--- src/rtl/tdm_diag_pkg.sv ---
package tdm_diag_pkg;

    typedef enum logic [1:0] {
        MODE_NORMAL  = 2'b00,
        MODE_ECHO    = 2'b01,
        MODE_INTLOOP = 2'b10,
        MODE_ISOLOOP = 2'b11
    } diag_mode_e;

    // Idle levels of the line-side outputs
    localparam logic LINE_TXD_IDLE = 1'b1;
    localparam logic LINE_REQ_IDLE = 1'b0;

    typedef struct packed {
        logic txd;
        logic req;
        logic rxd;
    } route_bits_t;

endpackage

--- src/rtl/tdm_mode_latch.sv ---
module tdm_mode_latch
    import tdm_diag_pkg::*;
(
    input  logic       clk_i,
    input  logic       rst_ni,
    input  logic       fsync_i,
    input  diag_mode_e cfg_mode_i,
    output diag_mode_e eff_mode_o
);

    diag_mode_e mode_d, mode_q;

    // A new code is applied from the sync edge itself onward
    always_comb begin
        mode_d     = mode_q;
        eff_mode_o = mode_q;
        if (fsync_i) begin
            mode_d     = cfg_mode_i;
            eff_mode_o = cfg_mode_i;
        end
    end

    always_ff @(posedge clk_i or negedge rst_ni) begin
        if (!rst_ni) mode_q <= MODE_NORMAL;
        else         mode_q <= mode_d;
    end

endmodule

--- src/rtl/tdm_rx_align.sv ---
module tdm_rx_align #(
    parameter int DLY_W = 2
) (
    input  logic             clk_i,
    input  logic             rst_ni,
    input  logic             fsync_i,
    input  logic [DLY_W-1:0] cfg_dly_i,
    output logic             start_o
);

    localparam logic [DLY_W-1:0] CNT_ZERO = '0;
    localparam logic [DLY_W-1:0] CNT_LAST = {{(DLY_W-1){1'b0}}, 1'b1};

    typedef struct packed {
        logic [DLY_W-1:0] cnt;
        logic             start;
    } align_t;

    align_t st_d, st_q;

    always_comb begin
        st_d       = st_q;
        st_d.start = 1'b0;
        if (fsync_i) begin
            // A fresh sync always overrides a running count
            if (cfg_dly_i == CNT_ZERO) begin
                st_d.start = 1'b1;
                st_d.cnt   = CNT_ZERO;
            end else begin
                st_d.cnt   = cfg_dly_i;
            end
        end else if (st_q.cnt != CNT_ZERO) begin
            if (st_q.cnt == CNT_LAST) st_d.start = 1'b1;
            st_d.cnt = st_q.cnt - CNT_LAST;
        end
    end

    always_ff @(posedge clk_i or negedge rst_ni) begin
        if (!rst_ni) st_q <= '0;
        else         st_q <= st_d;
    end

    assign start_o = st_q.start;

endmodule

--- src/rtl/tdm_route.sv ---
module tdm_route
    import tdm_diag_pkg::*;
(
    input  diag_mode_e  mode_i,
    input  logic        line_rxd_i,
    input  logic        line_gnt_i,
    input  logic        ch_txd_i,
    input  logic        ch_req_i,
    output route_bits_t bits_o
);

    always_comb begin
        bits_o.txd = LINE_TXD_IDLE;
        bits_o.req = LINE_REQ_IDLE;
        bits_o.rxd = line_rxd_i;
        unique case (mode_i)
            MODE_NORMAL: begin
                bits_o.txd = line_gnt_i ? ch_txd_i : LINE_TXD_IDLE;
                bits_o.req = ch_req_i;
            end
            MODE_ECHO: begin
                bits_o.txd = line_rxd_i;
            end
            MODE_INTLOOP: begin
                bits_o.txd = ch_txd_i;
                bits_o.req = ch_req_i;
                bits_o.rxd = ch_txd_i;
            end
            MODE_ISOLOOP: begin
                bits_o.rxd = ch_txd_i;
            end
            default: ;
        endcase
    end

endmodule

--- src/rtl/tdm_diag_loop.sv ---
module tdm_diag_loop
    import tdm_diag_pkg::*;
#(
    parameter int DLY_W = 2
) (
    input  logic             clk_i,
    input  logic             rst_ni,
    input  logic             fsync_i,
    input  logic [1:0]       cfg_mode_i,
    input  logic [DLY_W-1:0] cfg_dly_i,
    input  logic             line_rxd_i,
    input  logic             line_gnt_i,
    input  logic             ch_txd_i,
    input  logic             ch_req_i,
    output logic             line_txd_o,
    output logic             line_req_o,
    output logic             ch_rxd_o,
    output logic             rx_start_o
);

    diag_mode_e  eff_mode;
    route_bits_t out_d, out_q;

    localparam route_bits_t OUT_RESET = '{txd: LINE_TXD_IDLE, req: LINE_REQ_IDLE, rxd: 1'b0};

    tdm_mode_latch u_mode (
        .clk_i      (clk_i),
        .rst_ni     (rst_ni),
        .fsync_i    (fsync_i),
        .cfg_mode_i (diag_mode_e'(cfg_mode_i)),
        .eff_mode_o (eff_mode)
    );

    tdm_route u_route (
        .mode_i     (eff_mode),
        .line_rxd_i (line_rxd_i),
        .line_gnt_i (line_gnt_i),
        .ch_txd_i   (ch_txd_i),
        .ch_req_i   (ch_req_i),
        .bits_o     (out_d)
    );

    tdm_rx_align #(.DLY_W(DLY_W)) u_align (
        .clk_i     (clk_i),
        .rst_ni    (rst_ni),
        .fsync_i   (fsync_i),
        .cfg_dly_i (cfg_dly_i),
        .start_o   (rx_start_o)
    );

    always_ff @(posedge clk_i or negedge rst_ni) begin
        if (!rst_ni) out_q <= OUT_RESET;
        else         out_q <= out_d;
    end

    assign line_txd_o = out_q.txd;
    assign line_req_o = out_q.req;
    assign ch_rxd_o   = out_q.rxd;

endmodule

--- config.mk ---
export PLATFORM = sky130hd
export DESIGN_NAME = tdm_diag_loop
export DESIGN_NICKNAME = d
export VERILOG_FILES = /design/src/rtl/tdm_diag_pkg.sv /design/src/rtl/tdm_mode_latch.sv /design/src/rtl/tdm_rx_align.sv /design/src/rtl/tdm_route.sv /design/src/rtl/tdm_diag_loop.sv
export SDC_FILE = /design/constraint.sdc
export NUM_CORES = 1
export LEC_CHECK = 0
export ABC_AREA = 1
export BUFFER_PORTS_ARGS = -buffer_cell sky130_fd_sc_hd__buf_2
export CELL_PAD_IN_SITES_DETAIL_PLACEMENT = 1
export CELL_PAD_IN_SITES_GLOBAL_PLACEMENT = 2
export CORE_MARGIN = 1.5
export CORE_UTILIZATION = 23
export DETAILED_ROUTE_END_ITERATION = 8
export HOLD_SLACK_MARGIN = 0.1
export PLACE_DENSITY_LB_ADDON = 0.1
export SYNTH_ARGS = -nofsm -noshare
export SYNTH_HDL_FRONTEND = slang
export SYNTH_HIERARCHICAL = 1
export SYNTH_SLANG_ARGS = --single-unit
export TNS_END_PERCENT = 30
--- constraint.sdc ---
create_clock -name clk_i -period 1.53 [get_ports clk_i]
set_input_delay 0.306 -clock clk_i [delete_from_list [all_inputs] [get_ports clk_i]]
set_output_delay 0.306 -clock clk_i [all_outputs]
set_load 0.03 [all_outputs]
# Word-level counts from Yosys, hierarchy flattened
# Cells that the tools add are included.
# word_totals
register_bits	8
input_bits	11
out_inout_bits	4
word_cells	27
# classes
addsub	1
n_eq_ne	4
mux	10
n_reduce_logical	6
# ops
operator	n
3-bit 2-to-1 mux	2
1-bit 2-to-1 mux	5
2-bit by 1-bit equality test with 1-bit output, second input constant	2
2-bit equality test, second input constant	2
2-bit logical NOT	2
2-bit 2-to-1 mux	2
2-bit nonzero test	2
2-bit OR reduction	2
1-bit case mux with 3 select lines	1
2-bit by 1-bit subtractor with 2-bit output, second input constant	1

# Longest topological paths before layout
# Gate-level depths: netlist of run 1.
# logic_depth
depth_word	4
ltp_mapped	8
ltp_nobuf	8

# By module
# The synthesis of run 1 kept the hierarchy.
# by_module_without_submodules
module	instances	cells_per_inst	area_per_inst_um2	seq_area_each_um2
tdm_rx_align	1	16	127.6	75.1
tdm_diag_loop	1	3	76.3	76.3
tdm_mode_latch	1	9	76.3	50.0
tdm_route	1	13	51.3	0.0

# Least setup slack after synthesis of run 1
# Ideal clock, no wire load.
# synth_path
kind	reg2out
start	register out_q (netlist bit line_txd_o)
end	output line_txd_o
t_arrival_ns	0.588
t_required_ns	1.224
setup_slack_ns	0.636
path_stages_with_launch	1
n_path_buf	0
cell_sequence	dfstp_2
# synth_lines
element	line_no	text
from (decl)	tdm_diag_loop.sv:22	route_bits_t out_d, out_q;
from (signal assigned)	tdm_diag_loop.sv:53	else out_q <= out_d;
to (decl)	tdm_diag_loop.sv:15	output logic line_txd_o,
# No word-level cell between the ends.

# Worst setup path after layout of run 1
# layout_path
start	register out_q (netlist bit line_txd_o)
end	output line_txd_o
# No word-level cell between the ends.

==> results of run 1 <==
where the power goes:
part | leakage, nW | internal [mW] | switching (mW) | total (mW)
Combinational | 0.160 | 0.0292 | 0.0536 | 0.0827
Clock | 0.0150 | 0.0996 | 0.0695 | 0.169
Sequential | 0.0971 | 0.232 | 0.00611 | 0.238
Total | 0.272 | 0.361 | 0.129 | 0.490
path summary, 6_finish.rpt:
kind / endpoint / slack [ns]
worst max-delay path: line_txd_o / 0.30
worst min-delay path: line_req_o / 0.27
worst max register to register: line_txd_o / 0.64
worst min register to register: u_align/st_q[1] / 0.53
max in group asynchronous: line_txd_o / 0.86
min in group asynchronous: u_align/st_q[1] / 0.42
cell usage in the layout, fill, tap and decap left out:
master and instances:
buf_2 14, inv_1 7, clkbuf_1 1, dfrtp_1 7, dlygate4sd3_1 1, nor2_2 1
inv_2 1, nand3_1 3, clkbuf_4 3, nand2_1 16, nor2_1 5, dfstp_2 1
layer usage:
layer	track usage (%)	part of all wire, %	wire length (µm)
met1	11.3	44	290
met2	14.8	49	326
met3	3.26	6.4	42
met4	5.00	0	0
met5	0	0	0
area by class of cell:
type	instances	area (µm²)	share of cell area, %
multi-input cells	25	100	21.9
repair buffers	15	80.1	17.5
flip-flops and latches	8	201	44.1
clock buffers	4	26.3	5.75
well taps	15	18.8	4.11
inverters	8	30.0	6.58
state kept, by name, summed over array words and instances (netlist names):
| register | flops |
|---|---|
| u_mode/mode_q | 2 |
| line_req_o | 1 |
| u_align/st_q | 2 |
| line_txd_o | 1 |
| ch_rxd_o | 1 |
| u_align/start_o | 1 |
what timing repair did:
action	in CTS	in global routing
endpoints found under the setup margin	0	0
hold endpoints to repair	7	0
resized for setup	0	0
hold buffers	1	0
through the flow:
step                      hold slack [ns]  std cells  worst slack (ns)  cell area (µm²)  util, %
after global placement              0.154         70             0.528              420     31.9
after global routing                0.274         75             0.270              457     34.7
after floorplan                    0.0104         41             0.636              332        -
final                               0.270         75             0.299              457     34.7
after detailed placement            0.159         70             0.478              420     31.9
after CTS                           0.262         75             0.285              457     34.7
logic make-up (layout without fill, tap and decap cells):
| group | count (synthesis) | in the layout | synth area share, % |
|---|---|---|---|
| AND/OR/NAND/NOR | 25 | 25 | 30.2 |
| buffers and inverters | 8 | 27 | 9.06 |
| flip-flops | 8 | 8 | 60.8 |
==> flow_summary.json, run 1 <==
{
  "status": "complete, no violations",
  "port_buffers": 14,
  "syn-cell-area_um2": 332,
  "wl_um": 659,
  "worst-path-stages": 1,
  "synth-edff-count": 0,
  "start_util_pct": 25.2,
  "cts-htree-levels": 1,
  "track_usage_pct": 9.50,
  "io_pins": 15,
  "core_area_mm2": 0.00132,
  "drt_iter0_markers": 2,
  "fin_nets": 72,
  "hpwl_um": 561,
  "cp_slowest_stage_delay_ns": 0.51,
  "setup_viol_count_final": 0,
  "synth_top_area_share_pct": 52.8,
  "period_share_pct": 80.5,
  "crit_path_max_fanout": 1,
  "worstSetupStartpoint": "line_txd_o",
  "grt_max_degree": 9,
  "peakVddDrop_uv": 331,
  "hold_viol": 0,
  "cap_violations": 0,
  "wl_per_cell_um": 8.79,
  "root_buffer": "clkbuf_4",
  "cp.arrival_ns": 0.93,
  "cp-end-kind": "output port",
  "period_needed_ns": 1.23,
  "ys_seq_elements": 8,
  "drc": 0,
  "insertion_delay_ns": 0.25,
  "grt_pass1_vias": 277,
  "ys_types": 8,
  "vias": 296,
  "p_leak_nw": 0.272,
  "ys_seq_area_share_pct": 60.8,
  "synth_area_leaders": "dfrtp_1, nand2_1, dfstp_2",
  "critPathTopFamily": "flip-flops",
  "slew_headroom_pct": 88.0,
  "firstDrtPassIters": 2,
  "die_w_um": 41.0,
  "path_cells": "buf_2",
  "antenna_found_initial": 0,
  "diodes": 0,
  "cts_setup_buffers": 0,
  "cts_buffers": 3,
  "avgSynthCellArea_um2": 8.09,
  "drive_gt1_share_pct": 33.3,
  "yosysWarnings": 6,
  "yosysTopAreaCell": "dfrtp_1",
  "r2r_start": "u_mode/mode_q[1]",
  "path_buf_inv": 1,
  "crit_slowest_cell": "dfstp_2",
  "syn_nets": 52,
  "clock_sinks": 8,
  "holdCritStartpoint": "ch_req_i",
  "final.setup_skew_ns": 0.0116,
  "die_h_um": 41.0,
  "cts_tree": "done",
  "synthCells": 41,
  "synth_commonest_cells": "nand2_1, dfrtp_1, inv_1",
  "cellPowerDensity_mw_per_mm2": 1070,
  "fin_tns_setup_ns": 0,
  "vias_per_cell": 3.95,
  "die_area_mm2": 0.00168,
  "finalPower_mw": 0.490,
  "gp_routability_congestion": 0.590,
  "hold_path_class": "in2reg",
  "cp-start-kind": "register",
  "fp-row-count": 13,
  "globalRouteOverflowTotal": 0,
  "drv_slew": 0,
  "r2r_cells": 6,
  "grt_pass1_wl_um": 1010,
  "fmax_ghz": 0.812,
  "drtAntennaViolNets": 0,
  "syn_to_final_growth_pct": 37.7,
  "cts_buffer_depth": 2,
  "fillers": 172,
  "synth.most_common_cell": "nand2_1",
  "ys.flop_type": "dfrtp_1",
  "worst_pin_slew_ns": 0.180,
  "required_ns": 1.22,
  "rsz0062_at_grt": "no",
  "async_flop_share_pct": 100,
  "clkSlewWorstSetupHoldPaths_ns": 0.05,
  "whs_path_depth": 3,
  "crit_type": "reg2out"
}
(Power assumes the default switching activity.)
==> run 2: changes to the inputs <==
--- a/config.mk
+++ b/config.mk
@@ -10,7 +10,7 @@
 export CELL_PAD_IN_SITES_DETAIL_PLACEMENT = 1
 export CELL_PAD_IN_SITES_GLOBAL_PLACEMENT = 2
 export CORE_MARGIN = 1.5
-export CORE_UTILIZATION = 23
+export CORE_UTILIZATION = 20
 export DETAILED_ROUTE_END_ITERATION = 8
 export HOLD_SLACK_MARGIN = 0.1
 export PLACE_DENSITY_LB_ADDON = 0.1
==> constraint.sdc (replaced) <==
create_clock -name clk_i -period 1 [get_ports clk_i]
set_input_delay 0.2 -clock clk_i [delete_from_list [all_inputs] [get_ports clk_i]]
set_output_delay 0.2 -clock clk_i [all_outputs]
set_load 0.03 [all_outputs]
==> run 2 against run 1 <==
Final area up 1.6%. Flip-flop and latch count did not move. Routed wire length rose by 6.1%. Sequential power grew 53%. Global-route usage down 0.39 points. The run now ends with negative setup slack left. Via count up 4.7%. Largest cell class unchanged.
==> flow_summary.json, run 2 (same netlist as run 1, synthesis figures left out) <==
{
  "status": "finished, violations left",
  "violations": "negative setup slack",
  "die_area_mm2": 0.00191,
  "syn_to_final_growth_pct": 40.0,
  "critPathTopFamily": "flip-flops",
  "final.setup_skew_ns": 0.00439,
  "cts_setup_buffers": 0,
  "crit_path_max_fanout": 1,
  "mostFrequentLayoutCell": "nand2_1",
  "fmax_ghz": 0.917,
  "die_w_um": 43.7,
  "globalRouteOverflowTotal": 0,
  "firstDrtPassIters": 1,
  "gp_routability_congestion": 0.698,
  "grt_pass1_wl_um": 1220,
  "fin_tns_setup_ns": -0.0900,
  "cap_violations": 0,
  "drt_iter0_markers": 0,
  "die_h_um": 43.7,
  "fillers": 191,
  "drc": 0,
  "cts-htree-levels": 1,
  "io_pins": 15,
  "biggestRegsByFlops": "u_align/st_q x2, u_mode/mode_q x2",
  "cp.arrival_ns": 0.89,
  "cts_buffer_depth": 2,
  "period_needed_ns": 1.09,
  "period_share_pct": 109,
  "clock_sinks": 8,
  "crit_slowest_cell": "dfstp_2",
  "fin_nets": 72,
  "cp-start-kind": "register",
  "timing.hold.ws_ns": 0.144,
  "core_area_mm2": 0.00152,
  "hpwl_um": 612,
  "worst_pin_slew_ns": 0.184,
  "vias_per_cell": 4.08,
  "seq_area_um2": 201,
  "grt_max_degree": 9,
  "hold_viol": 0,
  "path_buf_inv": 1,
  "rsz0062_at_grt": "yes",
  "hold_path_class": "in2reg",
  "drive_gt1_share_pct": 33.3,
  "cts_tree": "done",
  "port_buffers": 14,
  "crit_type": "reg2out",
  "cts_buffers": 3,
  "cellPowerDensity_mw_per_mm2": 1640,
  "start_util_pct": 21.8,
  "cp_slowest_stage_delay_ns": 0.52,
  "slew_headroom_pct": 87.7,
  "fp-row-count": 14,
  "post-place-ws_ns": 0.0466,
  "p_leak_nw": 0.274,
  "mostFrequentLayoutCells": "nand2_1, buf_2, dfrtp_1, inv_1, nor2_1",
  "track_usage_pct": 9.11,
  "required_ns": 0.80,
  "root_buffer": "clkbuf_4",
  "setup_viol_count_final": 1,
  "antenna_found_initial": 0,
  "diodes": 0,
  "clkSlewWorstSetupHoldPaths_ns": 0.06,
  "vias": 310,
  "timing.final.ws_setup_ns": -0.0900,
  "peakVddDrop_uv": 544,
  "insertion_delay_ns": 0.25,
  "wl_um": 699,
  "drtAntennaViolNets": 0,
  "multi_input_area_um2": 100,
  "grt_pass1_vias": 312,
  "drv_slew": 0,
  "wl_per_cell_um": 9.20,
  "finalPower_mw": 0.761,
  "path_cells": "buf_6",
  "cp-end-kind": "output port"
}
-- run 2: cell types whose count changed in the layout (fill, tap and decap cells not counted) --
cell / before / now
buf_2: 14 / 13
buf_6: 0 / 1
-- run 2: layout make-up --
class	count	share of cell area [%]
flip-flops and latches	8	43.4
repair buffers	15	18.6
clock buffers	4	5.66
well taps	16	4.31
multi-input cells	25	21.6
inverters	8	6.47
-- run 2: repair_timing --
action / CTS / global route
hold buffers: 1 / 0
resized for setup: 2 / 0
endpoints found under the hold margin: 8 / 0
cloned: 0 / 0
pin swaps: 0 / 0
setup endpoints to repair: 1 / 4
-- run 2: where the power goes --
group          switching (mW)  internal (mW)  leakage (nW)
combinational          0.0840         0.0499         0.162
clock                   0.109          0.153        0.0150
sequential             0.0105          0.355        0.0971
-- run 2: routing by layer --
metal | vias to the layer above | wire, µm | global-route usage, %
met5 | - | 0 | 0
met1 | 146 | 258 | 8.36
met4 | 0 | 0 | 1.82
met2 | 9 | 389 | 16.5
met3 | 0 | 51 | 6.25
li1 | 155 | - | -
-- run 2: path summary, 6_finish.rpt --
check / endpoint / cells after the start / start / slack, ns
hold / removal: line_req_o / 3 / ch_req_i / 0.14
hold reg to reg: u_align/st_q[2] / 2 / u_align/st_q[1] / 0.54
max in group asynchronous: line_txd_o / 2 / rst_ni / 0.44
setup reg to reg: line_txd_o / 7 / u_mode/mode_q[1] / 0.12
setup / recovery: line_txd_o / 1 / line_txd_o / -0.09
min in group asynchronous: u_align/start_o / 2 / rst_ni / 0.31
-- run 2: stage by stage --
step	util (%)	cells	area, µm²
2_1_floorplan	-	41	332
3_3_place_gp	27.7	71	422
3_5_place_dp	27.7	71	422
4_1_cts	30.5	76	464
5_1_grt	30.5	76	464
6_report	30.5	76	464
==> run 3: changes to the inputs <==
--- a/config.mk
+++ b/config.mk
@@ -5,12 +5,11 @@
 export SDC_FILE = /design/constraint.sdc
 export NUM_CORES = 1
 export LEC_CHECK = 0
-export ABC_AREA = 1
 export BUFFER_PORTS_ARGS = -buffer_cell sky130_fd_sc_hd__buf_2
 export CELL_PAD_IN_SITES_DETAIL_PLACEMENT = 1
 export CELL_PAD_IN_SITES_GLOBAL_PLACEMENT = 2
 export CORE_MARGIN = 1.5
-export CORE_UTILIZATION = 20
+export CORE_UTILIZATION = 21
 export DETAILED_ROUTE_END_ITERATION = 8
 export HOLD_SLACK_MARGIN = 0.1
 export PLACE_DENSITY_LB_ADDON = 0.1
==> run 3 against run 2 <==
The run still ends with negative setup slack left. Register-to-register slack worse by 0.17 ns. Clock skew up 0.0042 ns. Cell count down 22%. Worst setup slack worse by 0.0039 ns. Global-route usage up 2.9 points. Sequential power about the same. Utilization up 4.3 points. Non-clock buffer count up 2. First-iteration DRC count unchanged. Clock-buffer cell count unchanged. Largest cell class unchanged. Highest routed layer unchanged.
==> flow_summary.json, run 3 <==
{
  "crit_path_max_fanout": 1,
  "setup_viol_count_final": 3,
  "p_leak_nw": 0.229,
  "cp.arrival_ns": 0.89,
  "wl_per_cell_um": 11.6,
  "syn_to_final_growth_pct": 50.6,
  "avgSynthCellArea_um2": 13.2,
  "synth_top_family_by_area": "simple AND/OR/NAND/NOR gates",
  "hpwl_um": 547,
  "cp-start-kind": "register",
  "core_area_mm2": 0.00132,
  "syn_nets": 34,
  "crit_slowest_cell": "dfstp_2",
  "grt_pass1_vias": 301,
  "muxShareOfSynthArea_pct": 11.1,
  "biggestRegsByFlops": "u_align/st_q x2, u_mode/mode_q x2",
  "insertion_delay_ns": 0.25,
  "rsz0062_at_grt": "yes",
  "synth_compound_area_share_pct": 10.3,
  "crit_type": "reg2out",
  "final.setup_skew_ns": 0.00861,
  "drc": 0,
  "ys_types": 12,
  "ys.flop_type": "dfrtp_1",
  "cp_slowest_stage_delay_ns": 0.53,
  "grt_pass1_wl_um": 1230,
  "worst_pin_slew_ns": 0.205,
  "fin_nets": 56,
  "cellPowerDensity_mw_per_mm2": 1690,
  "peakVddDrop_uv": 572,
  "fmax_ghz": 0.914,
  "drive_gt1_share_pct": 52.3,
  "cts_buffer_depth": 2,
  "drt_iter0_markers": 0,
  "antenna_found_initial": 0,
  "synth_xor_area_share_pct": 0,
  "grt_max_degree": 9,
  "synth_area_leaders": "dfrtp_1, mux2_2, dfstp_2",
  "diodes": 0,
  "ys_seq_area_share_pct": 66.3,
  "start_util_pct": 23.1,
  "slew_headroom_pct": 86.2,
  "die_w_um": 41.1,
  "fp-row-count": 13,
  "gp_routability_congestion": 0.612,
  "clkSlewWorstSetupHoldPaths_ns": 0.06,
  "wl_um": 687,
  "globalRouteOverflowTotal": 0,
  "firstDrtPassIters": 1,
  "finalPower_mw": 0.775,
  "mostFrequentLayoutCells": "buf_2, dfrtp_1, clkbuf_4",
  "timing.final.ws_setup_ns": -0.0939,
  "vias": 260,
  "die_h_um": 41.1,
  "period_share_pct": 109,
  "drtAntennaViolNets": 0,
  "fillers": 160,
  "cts_tree": "done",
  "yosysWarnings": 6,
  "violations": "negative setup slack",
  "path_cells": "buf_6",
  "vias_per_cell": 4.41,
  "die_area_mm2": 0.00169,
  "cts_setup_buffers": 0,
  "synth_fa_ha_area_share_pct": 0,
  "cts-htree-levels": 1,
  "syn-cell-area_um2": 304,
  "ys_seq_elements": 8,
  "io_pins": 15,
  "yosys.area_share.simple_pct": 11.1,
  "synth.most_common_cell": "dfrtp_1",
  "post-place-ws_ns": -0.103,
  "path_buf_inv": 1,
  "period_needed_ns": 1.09,
  "cp-end-kind": "output port",
  "multi_input_area_um2": 106,
  "drv_slew": 0,
  "hold_path_class": "in2reg",
  "synthCells": 23,
  "cap_violations": 0,
  "status": "finished, violations left",
  "required_ns": 0.80,
  "cts_buffers": 3,
  "port_buffers": 14,
  "synth_top_area_share_pct": 57.6,
  "critPathTopFamily": "flip-flops",
  "seq_area_um2": 201,
  "track_usage_pct": 12.0,
  "clock_sinks": 8,
  "yosysTopAreaCell": "dfrtp_1",
  "synth_commonest_cells": "dfrtp_1, mux2_2, nand2_1, nand2b_1, nor2_1",
  "hold_viol": 0,
  "root_buffer": "clkbuf_4",
  "synth-edff-count": 0,
  "async_flop_share_pct": 100,
  "fin_tns_setup_ns": -0.184,
  "mostFrequentLayoutCell": "buf_2"
}
-- run 3: power breakdown --
part	switching [mW]	internal (mW)	total, mW
Combinational	0.0764	0.0702	0.147
Sequential	0.00999	0.356	0.366
Clock	0.110	0.153	0.263
Total	0.196	0.579	0.775
-- run 3: final cells by class --
type / instances / area share (%)
Timing Repair Buffer: 17 / 22.1
Tap cell: 15 / 4.10
Multi-Input combinational cell: 14 / 23.2
Clock buffer: 4 / 5.74
Inverter: 1 / 0.820
Sequential cell: 8 / 44.0
-- run 3: cell families after synthesis --
family,after synthesis
DFF,8
and+or+nand+nor,7
muxes,3
AOI/OAI and AO/OA,4
buffers and inverters,1
-- run 3: path summary, 6_finish.rpt --
path	startpoint	endpoint	slack [ns]	cells after the start
max	line_txd_o	line_txd_o	-0.09	1
min	cfg_dly_i[0]	u_align/st_q[1]	0.17	3
max reg2reg	u_mode/mode_q[1]	ch_rxd_o	-0.05	2
min reg2reg	u_align/st_q[2]	u_align/start_o	0.45	1
max in group asynchronous	rst_ni	line_txd_o	0.42	2
min in group asynchronous	rst_ni	ch_rxd_o	0.33	2
-- run 3: metrics by stage --
| stage | hold WS [ns] | cells | area (µm²) | util [%] |
|---|---|---|---|---|
| floorplan | -0.0956 | 23 | 308 | - |
| global placement | 0.0514 | 54 | 412 | 31.2 |
| finish | 0.172 | 59 | 458 | 34.8 |
| CTS | 0.173 | 59 | 458 | 34.8 |
| global route | 0.196 | 59 | 458 | 34.8 |
| detailed placement | 0.0557 | 54 | 412 | 31.2 |
-- run 3: timing repair --
action / CTS / global route
hold endpoints to repair: 8 / 0
hold buffers: 1 / 0
gates resized for setup: 3 / 0
endpoints found under the setup margin: 3 / 4
pin swaps: 0 / 1
-- run 3: per-layer routing --
metal | global-route usage (%) | up-vias | part of all wire, %
li1 | - | 123 | -
met1 | 11.3 | 124 | 36
met2 | 19.1 | 13 | 55
met3 | 5.98 | 0 | 9.3
met4 | 10.0 | 0 | 0
met5 | 0 | - | 0
-- run 3: worst register-to-register path, cell delays in order (launching register included) --
cell and delay [ns]:
dfrtp_1 0.36, mux2_4 0.29, mux2_2 0.28
